==> src/rtl/wrf_pkg.sv <==
package wrf_pkg;
  localparam int ADDR_W  = 8;
  localparam int DATA_W  = 8;
  localparam int WIPER_W = 7;
  localparam int STEP_W  = 5;
  localparam int PER_W   = 2;

  localparam logic [ADDR_W-1:0] ADDR_WIPER = 8'h00;
  localparam logic [ADDR_W-1:0] ADDR_STEP  = 8'h01;
  localparam logic [ADDR_W-1:0] ADDR_CTRL  = 8'h02;

  localparam int PER_LSB  = STEP_W;
  localparam int MODE_BIT = DATA_W - 1;

  typedef struct packed {
    logic wiper;
    logic step;
    logic ctrl;
  } wsel_t;

  function automatic logic [DATA_W-1:0] pack_wiper(input logic [WIPER_W-1:0] w);
    return {{(DATA_W-WIPER_W){1'b0}}, w};
  endfunction

  function automatic logic [DATA_W-1:0] pack_step(input logic [STEP_W-1:0] c,
                                                  input logic [PER_W-1:0] p);
    return {{(DATA_W-STEP_W-PER_W){1'b0}}, p, c};
  endfunction

  function automatic logic [DATA_W-1:0] pack_ctrl(input logic mode);
    return {mode, {(DATA_W-1){1'b0}}};
  endfunction
endpackage

==> src/rtl/wrf_decode.sv <==
module wrf_decode
  import wrf_pkg::*;
(
  input  logic              bus_we,
  input  logic [ADDR_W-1:0] bus_addr,
  input  logic              wr_only,
  output wsel_t             sel,
  output logic              wiper_we,
  output logic              iv_we,
  output logic              mapped_wr
);
  always_comb begin
    sel.wiper = bus_we && (bus_addr == ADDR_WIPER);
    sel.step  = bus_we && (bus_addr == ADDR_STEP);
    sel.ctrl  = bus_we && (bus_addr == ADDR_CTRL);
  end

  // the wiper location steers to one or two physical registers
  assign wiper_we  = sel.wiper;
  assign iv_we     = sel.wiper && !wr_only;
  assign mapped_wr = sel.wiper || sel.step || sel.ctrl;
endmodule

==> src/rtl/wrf_regs.sv <==
module wrf_regs
  import wrf_pkg::*;
#(
  parameter logic [WIPER_W-1:0] IV_DEFAULT = 7'h40
) (
  input  logic               clk,
  input  logic               rst_n,
  input  logic               por_n,
  input  logic [DATA_W-1:0]  wdata,
  input  wsel_t              sel,
  input  logic               wiper_we,
  input  logic               iv_we,
  output logic [WIPER_W-1:0] wiper,
  output logic [WIPER_W-1:0] iv,
  output logic [STEP_W-1:0]  step_cnt,
  output logic [PER_W-1:0]   step_per,
  output logic               wr_only
);
  // initial-value copy: only power-on or a steered write touch it
  always_ff @(posedge clk) begin
    if (!por_n)     iv <= IV_DEFAULT;
    else if (iv_we) iv <= wdata[WIPER_W-1:0];
  end

  always_ff @(posedge clk) begin
    if (!por_n)         wiper <= IV_DEFAULT;
    else if (!rst_n)    wiper <= iv;
    else if (wiper_we)  wiper <= wdata[WIPER_W-1:0];
  end

  always_ff @(posedge clk) begin
    if (!rst_n || !por_n) begin
      step_cnt <= '0;
      step_per <= '0;
      wr_only  <= 1'b0;
    end else begin
      if (sel.step) begin
        step_cnt <= wdata[STEP_W-1:0];
        step_per <= wdata[PER_LSB +: PER_W];
      end
      if (sel.ctrl) wr_only <= wdata[MODE_BIT];
    end
  end

  assert_dual_write_R2: assert property (@(posedge clk) disable iff (!rst_n || !por_n)
    (wiper_we && !wr_only) |=> (iv == $past(wdata[WIPER_W-1:0])) &&
                               (wiper == $past(wdata[WIPER_W-1:0])));

  assert_wiper_only_R3: assert property (@(posedge clk) disable iff (!rst_n || !por_n)
    (wiper_we && wr_only) |=> $stable(iv) && (wiper == $past(wdata[WIPER_W-1:0])));

  assert_ctrl_keeps_R11: assert property (@(posedge clk) disable iff (!rst_n || !por_n)
    sel.ctrl |=> $stable(wiper) && $stable(iv));

  assert_iv_kept_R10: assert property (@(posedge clk) disable iff (!por_n)
    !iv_we |=> $stable(iv));
endmodule

==> src/rtl/wrf_readmux.sv <==
module wrf_readmux
  import wrf_pkg::*;
(
  input  logic [ADDR_W-1:0]  addr,
  input  logic [WIPER_W-1:0] wiper,
  input  logic [STEP_W-1:0]  step_cnt,
  input  logic [PER_W-1:0]   step_per,
  input  logic               wr_only,
  output logic [DATA_W-1:0]  rdata
);
  always_comb begin
    unique case (addr)
      ADDR_WIPER: rdata = pack_wiper(wiper);
      ADDR_STEP:  rdata = pack_step(step_cnt, step_per);
      ADDR_CTRL:  rdata = pack_ctrl(wr_only);
      default:    rdata = '0;
    endcase
  end
endmodule

==> src/rtl/wiper_regfile.sv <==
module wiper_regfile
  import wrf_pkg::*;
#(
  parameter logic [6:0] IV_DEFAULT = 7'h40
) (
  input  logic       clk,
  input  logic       rst_n,
  input  logic       por_n,
  input  logic       bus_we,
  input  logic [7:0] bus_addr,
  input  logic [7:0] bus_wdata,
  output logic [7:0] bus_rdata,
  output logic [6:0] wiper_o,
  output logic [6:0] init_val_o,
  output logic [4:0] step_count_o,
  output logic [1:0] step_period_o,
  output logic       wr_only_o,
  output logic       change_pulse_o
);
  wsel_t sel;
  logic  wiper_we, iv_we, mapped_wr;

  wrf_decode u_dec (
    .bus_we(bus_we), .bus_addr(bus_addr), .wr_only(wr_only_o),
    .sel(sel), .wiper_we(wiper_we), .iv_we(iv_we), .mapped_wr(mapped_wr)
  );

  wrf_regs #(.IV_DEFAULT(IV_DEFAULT)) u_regs (
    .clk(clk), .rst_n(rst_n), .por_n(por_n), .wdata(bus_wdata), .sel(sel),
    .wiper_we(wiper_we), .iv_we(iv_we), .wiper(wiper_o), .iv(init_val_o),
    .step_cnt(step_count_o), .step_per(step_period_o), .wr_only(wr_only_o)
  );

  wrf_readmux u_rd (
    .addr(bus_addr), .wiper(wiper_o), .step_cnt(step_count_o),
    .step_per(step_period_o), .wr_only(wr_only_o), .rdata(bus_rdata)
  );

  // change strobe toward the stepping holdoff
  always_ff @(posedge clk) begin
    if (!rst_n || !por_n) change_pulse_o <= 1'b0;
    else                  change_pulse_o <= mapped_wr;
  end

  assert_pulse_on_write_R8: assert property (@(posedge clk) disable iff (!rst_n || !por_n)
    mapped_wr |=> change_pulse_o);

  assert_pulse_quiet_R8: assert property (@(posedge clk) disable iff (!rst_n || !por_n)
    !mapped_wr |=> !change_pulse_o);

  assert_unmapped_quiet_R7: assert property (@(posedge clk) disable iff (!rst_n || !por_n)
    (bus_we && !mapped_wr) |=> $stable(wiper_o) && $stable(init_val_o) &&
                               $stable(step_count_o) && $stable(wr_only_o));
endmodule

==> config.mk <==
export PLATFORM = sky130hd
export DESIGN_NAME = wiper_regfile
export DESIGN_NICKNAME = d
export VERILOG_FILES = /design/src/rtl/wrf_pkg.sv /design/src/rtl/wrf_decode.sv /design/src/rtl/wrf_regs.sv /design/src/rtl/wrf_readmux.sv /design/src/rtl/wiper_regfile.sv
export SDC_FILE = /design/constraint.sdc
export NUM_CORES = 1
export LEC_CHECK = 0
export CORE_MARGIN = 4
export CORE_UTILIZATION = 34
export DETAILED_ROUTE_END_ITERATION = 12
export REMOVE_ABC_BUFFERS = 1
export SLEW_MARGIN = 20
export SYNTH_ARGS = -nofsm -noshare
export SYNTH_HDL_FRONTEND = slang
export SYNTH_SLANG_ARGS = --single-unit
==> constraint.sdc <==
create_clock -name clk -period 2.5 [get_ports clk]
set_input_delay 0.5 -clock clk [delete_from_list [all_inputs] [get_ports clk]]
set_output_delay 0.5 -clock clk [all_outputs]
set_load 0.1 [all_outputs]
==> flow_metrics.tcl, run 1 <==
set metrics [dict create \
    status "finished, final reports clean" \
    critPathTopFamily "simple AND/OR/NAND/NOR gates" \
    path_max_fanout 2 \
    ys_top_cells_by_area "dfxtp_1 (34%), mux2i_1 (21%), nand3_1 (8.4%)" \
    finalHoldWorstSlack_ps 493 \
    max_freq_mhz 411 \
    design_area_mm2 0.00206 \
    cpMaxStageDelayCell "or4_4" \
    path_class "input port to output port" \
    die_area_mm2 0.00509 \
    vias 1380 \
    yosysWarnings 0 \
    synthTopCellsByCount "mux2i_1 (28), dfxtp_1 (23), nand3_1 (23), nand2_1 (16), nor2_1 (14)" \
    hold_buffers 0 \
    fin_crit_ps 2430 \
    drt_pass1_iterations 4 \
    slowest_delay_ps 570 \
    antenna_found_initial 0 \
    dieWidth_um 71.4 \
    cts_setup_buffers 0 \
    layout.nets 233 \
    cp.arrival_ps 1930 \
    finalHoldViolCount 0 \
    setup_viol 0 \
    r2r_slack_ps 1380 \
    ys_ff_latch 23 \
    ant_nets 0 \
    clock_latency_ps 260 \
    hpwl_mm 3.16 \
    drt_iter0_drc 83 \
    synth_seq_area_share_pct 33.7 \
    initial_utilization_pct 36.2 \
    synth_edf_count 0 \
    path_clk_slew_ps 80 \
    core_region_area_mm2 0.00377 \
    synth_cells 157 \
    syn_area_mm2 0.00137 \
    layout-drive-gt1-share_pct 26.4 \
    ctsHtreeMaxLevel 1 \
    critPathBufInv 2 \
    synth_top_area_cell "dfxtp_1" \
    p_leak_nw 0.870 \
    postSynthAreaPerCell_um2 8.69 \
    synth_top_area_share_pct 33.7 \
    vdd_ir_drop_max_mv 0.135 \
    fp.dieH_um 71.4 \
    power_density_mw_per_mm2 346 \
    numCtsBuffers 3 \
    synth.most_common_cell "mux2i_1" \
    antenna_cells 0 \
    rsz0062_at_grt "no" \
    async_reset_ff_share_pct 0 \
    grt_overflow 0 \
    placedInstanceArea_mm2 0.00200 \
    fillCellCount 342 \
    multi_input_area_um2 860 \
    slew_violations 0 \
    wirelength_mm 4.27 \
    seq_area_um2 460 \
    synth_flop_cell "dfxtp_1" \
    gp_congestion 0.893 \
    grt_use_met3_pct 2.66 \
    power_mw 0.713 \
    grt_busiest_layer "met2" \
    grt_max_degree 41 \
    worstPathRequired_ps 2000 \
    final_util_pct 54.7 \
    grt_pass1_vias 1355 \
    end_kind "output port" \
    min_period_over_period_pct 97.3 \
    clock-sinks 23 \
    drc 0 \
    synth.distinct_cells 28 \
    cp-start-kind "input port" \
    cap_viol_max_count 0 \
    area_growth_pct 51.2 \
    clock_skew_ps 1.58 \
    min_path_type "flip-flop to flip-flop" \
    grt_pass1_wl_mm 6.98 \
    grtUsageTotal_pct 16.7 \
    viasPerCell 5.31 \
    placed_cells 256 \
    ios 51 \
    cts_tree "yes" \
    grtUsageMet1_pct 23.0 \
    crit_chain "dlygate4sd2_1 > or4_4 > nor4_4 > and3_4 > buf_12" \
    num_rows 22 \
    layout.cells.non_filler 260 \
    cts_buffer_depth 2 \
    use_met2_pct 28.2 \
    io_buffers 50 \
    max_slew.worst_pin.slew_ps 500 \
    root_buffer "clkbuf_8" \
    wl_per_cell_um 16.4 \
    relSlewSlack_pct 66.6 \
]
## cell usage in the layout, fill, tap and decap left out, types with 6 or more instances in the layout
cell type,n
buf_4,36
clkdlybuf4s50_1,15
nand3_1,23
mux2i_1,28
a22o_1,6
a21oi_1,6
a221o_1,6
dfxtp_1,23
buf_12,9
nor2_1,14
nand2_1,15
## registers in the layout, summed over array words and instances, names as in the netlist
name	cells
u_regs.iv	7
u_regs.wiper	7
u_regs.step_cnt	5
u_regs.step_per	2
change_pulse_o	1
u_regs.wr_only	1
## cell type report
type / count / area share [%]
Multi-Input combinational cell: 120 / 41.6
Timing Repair Buffer: 64 / 30.8
Sequential cell: 23 / 22.3
Tap cell: 48 / 2.91
Clock buffer: 4 / 2.18
Inverter: 1 / 0.182
## cells by family after synthesis
family | count (synthesis) | share of synthesized area (%)
flip-flops | 23 | 33.7
AND/OR/NAND/NOR | 70 | 27.9
buffers and inverters | 14 | 5.22
AO/OA/AOI/OAI | 22 | 12.6
multiplexers | 28 | 20.5
## metrics by stage
stage	setup TNS, ps	worst slack [ps]
floorplan	-5940	-848
global placement	-143	-47.0
detailed placement	-716	-110
CTS	0	61.1
global route	0	28.9
finish	0	67.2
## tightest hold or removal path: cells and delay by family (launching register included)
kind / cells / cell delay (ps)
mux: 1 / 60
simple gates: 1 / 60
flops: 1 / 330
## where the power goes
group          switching, mW  internal, mW
registers           0.000372         0.366
logic                 0.0644        0.0536
clock network          0.115         0.114
## repair_timing
item	CTS	global route
gates cloned	0	0
gates resized for setup	6	3
pin swaps	2	1
setup endpoints to repair	8	1
## metal layers
metal	up-vias	wire length [µm]
li1	690	-
met1	649	1960
met2	41	2030
met3	0	280
met4	0	0
met5	-	0
## worst paths after layout
kind / from / end / cells after the start
worst min-delay path: u_regs.step_cnt[1] / u_regs.step_cnt[1] / 2
worst min register to register: u_regs.step_cnt[1] / u_regs.step_cnt[1] / 2
worst max-delay path: bus_addr[7] / bus_rdata[7] / 5
worst max register to register: u_regs.wr_only / u_regs.iv[0] / 4
No activity file was read; power rests on OpenSTA's default activity.
==> run 2, diff against run 1 <==
--- a/config.mk
+++ b/config.mk
@@ -5,11 +5,12 @@
 export SDC_FILE = /design/constraint.sdc
 export NUM_CORES = 1
 export LEC_CHECK = 0
+export CAP_MARGIN = 15
 export CORE_MARGIN = 4
 export CORE_UTILIZATION = 34
 export DETAILED_ROUTE_END_ITERATION = 12
 export REMOVE_ABC_BUFFERS = 1
-export SLEW_MARGIN = 20
+export SLEW_MARGIN = 25
 export SYNTH_ARGS = -nofsm -noshare
 export SYNTH_HDL_FRONTEND = slang
 export SYNTH_SLANG_ARGS = --single-unit
==> results of run 2 <==
Same layout as run 1: the final DEF is identical, and so are final timing and power.
==> run 3, diff against run 2 <==
--- a/config.mk
+++ b/config.mk
@@ -6,9 +6,10 @@
 export NUM_CORES = 1
 export LEC_CHECK = 0
 export CAP_MARGIN = 15
-export CORE_MARGIN = 4
+export CORE_MARGIN = 2
 export CORE_UTILIZATION = 34
 export DETAILED_ROUTE_END_ITERATION = 12
+export MAX_ROUTING_LAYER = met4
 export REMOVE_ABC_BUFFERS = 1
 export SLEW_MARGIN = 25
 export SYNTH_ARGS = -nofsm -noshare
==> flow_metrics.tcl, run 3 (synthesized netlist as in run 1, its figures left out) <==
set metrics [dict create \
    status "finished, final reports clean" \
    cap_viol_max_count 0 \
    fp.dieH_um 67.4 \
    drt_pass1_iterations 4 \
    timing.setup.tns_ps 0 \
    end_kind "output port" \
    placedInstanceArea_mm2 0.00200 \
    cts_buffer_depth 2 \
    p_leak_nw 0.870 \
    viasPerCell 5.39 \
    max_slew.worst_pin.slew_ps 551 \
    io_buffers 50 \
    ctsHtreeMaxLevel 1 \
    layout.nets 233 \
    hold_path_depth 2 \
    hold_buffers 0 \
    layout_commonest_cell "buf_4" \
    design_area_mm2 0.00206 \
    core_region_area_mm2 0.00394 \
    dieWidth_um 67.4 \
    cts_tree "yes" \
    area_growth_pct 50.9 \
    final_util_pct 52.2 \
    antenna_found_initial 0 \
    grt_max_degree 37 \
    root_buffer "clkbuf_8" \
    ant_nets 0 \
    grt_overflow 0 \
    cp.arrival_ps 1950 \
    grt_pass1_wl_mm 6.28 \
    numCtsBuffers 3 \
    vdd_ir_drop_max_mv 0.144 \
    critPathTopFamily "simple AND/OR/NAND/NOR gates" \
    path_class "input port to output port" \
    multi_input_area_um2 852 \
    layout-drive-gt1-share_pct 25.5 \
    cpMaxStageDelayCell "or4_4" \
    fillCellCount 354 \
    routed.top_layer "met4" \
    gp_congestion 0.788 \
    path_depth 5 \
    cp-start-kind "input port" \
    relSlewSlack_pct 63.2 \
    mostFrequentLayoutCells "buf_4 (36), mux2i_1 (28), nand3_1 (23), dfxtp_1 (23), nand2_1 (16)" \
    drc 0 \
    hpwl_mm 2.88 \
    setup_viol 0 \
    worstPathRequired_ps 2000 \
    clock_latency_ps 260 \
    min_path_type "flip-flop to flip-flop" \
    wl_met3_um 199 \
    max_freq_mhz 407 \
    min_period_over_period_pct 98.2 \
    finalHoldViolCount 0 \
    initial_utilization_pct 34.6 \
    grt_pass1_vias 1307 \
    top_regs "u_regs.iv (7), u_regs.wiper (7), u_regs.step_cnt (5)" \
    die_area_mm2 0.00454 \
    dpl_worst_slack_ps -84.8 \
    setup_ws_ps 45.9 \
    power_density_mw_per_mm2 346 \
    wl_per_cell_um 15.3 \
    slowest_delay_ps 560 \
    m1WireLength_mm 1.75 \
    slew_violations 0 \
    wirelength_mm 4.02 \
    grtUsageTotal_pct 18.9 \
    crit_chain "dlygate4sd2_1 > or4_4 > nor4_4 > and3_1 > buf_12" \
    power_mw 0.712 \
    ios 51 \
    critPathBufInv 2 \
    vias 1411 \
    path_max_fanout 2 \
    seq_area_um2 460 \
    clock_skew_ps 1.45 \
    num_rows 23 \
    antenna_cells 0 \
    drt_iter0_drc 40 \
    wl_met2_mm 1.99 \
    clock-sinks 23 \
    fin_crit_ps 2450 \
    reg2reg_depth 4 \
    path_clk_slew_ps 80 \
]
-- run 3: stage by stage --
stage | instances | hold slack [ps]
after global routing | 262 | 520
after global placement | 258 | 472
after CTS | 262 | 500
after floorplan | 144 | 614
final | 262 | 496
after detailed placement | 258 | 489
-- run 3: final timing paths --
kind	startpoint	to	slack [ps]
worst max-delay path	bus_addr[7]	bus_rdata[7]	50
worst min-delay path	u_regs.iv[5]	u_regs.iv[5]	500
worst max register to register	u_regs.wr_only	u_regs.iv[0]	1380
worst min register to register	u_regs.iv[5]	u_regs.iv[5]	500
-- run 3: area by class of cell --
type | count | area share, %
Sequential cell | 23 | 22.4
Clock buffer | 4 | 2.19
Timing Repair Buffer | 64 | 30.9
Tap cell | 50 | 3.04
Inverter | 1 | 0.182
Multi-Input combinational cell | 120 | 41.4
-- run 3: routing by layer --
layer / global-route usage, % / vias to the layer above
met3: 2.17 / 8
met5: - / -
li1: - / 689
met1: 24.3 / 671
met4: 6.89 / 0
met2: 30.6 / 43
-- run 3: what timing repair did --
action	4_1_cts	5_1_grt
pin swaps	2	1
hold endpoints to repair	0	0
resized for setup	5	2
setup endpoints to repair	1	1
setup buffers	0	0
-- run 3: worst register-to-register path, delay by kind of cell, from the launching register on --
kind                   cells  cell delay (ps)
muxes                      1              210
buffers and inverters      1              200
DFF                        1              350
and+or+nand+nor            2              300
-- run 3: where the power goes --
group / total [mW] / internal, mW / leakage [nW] / switching [mW]
Sequential: 0.367 / 0.366 / 0.185 / 0.000368
Clock: 0.228 / 0.114 / 0.0228 / 0.115
Combinational: 0.117 / 0.0536 / 0.662 / 0.0630
Total: 0.712 / 0.533 / 0.870 / 0.178
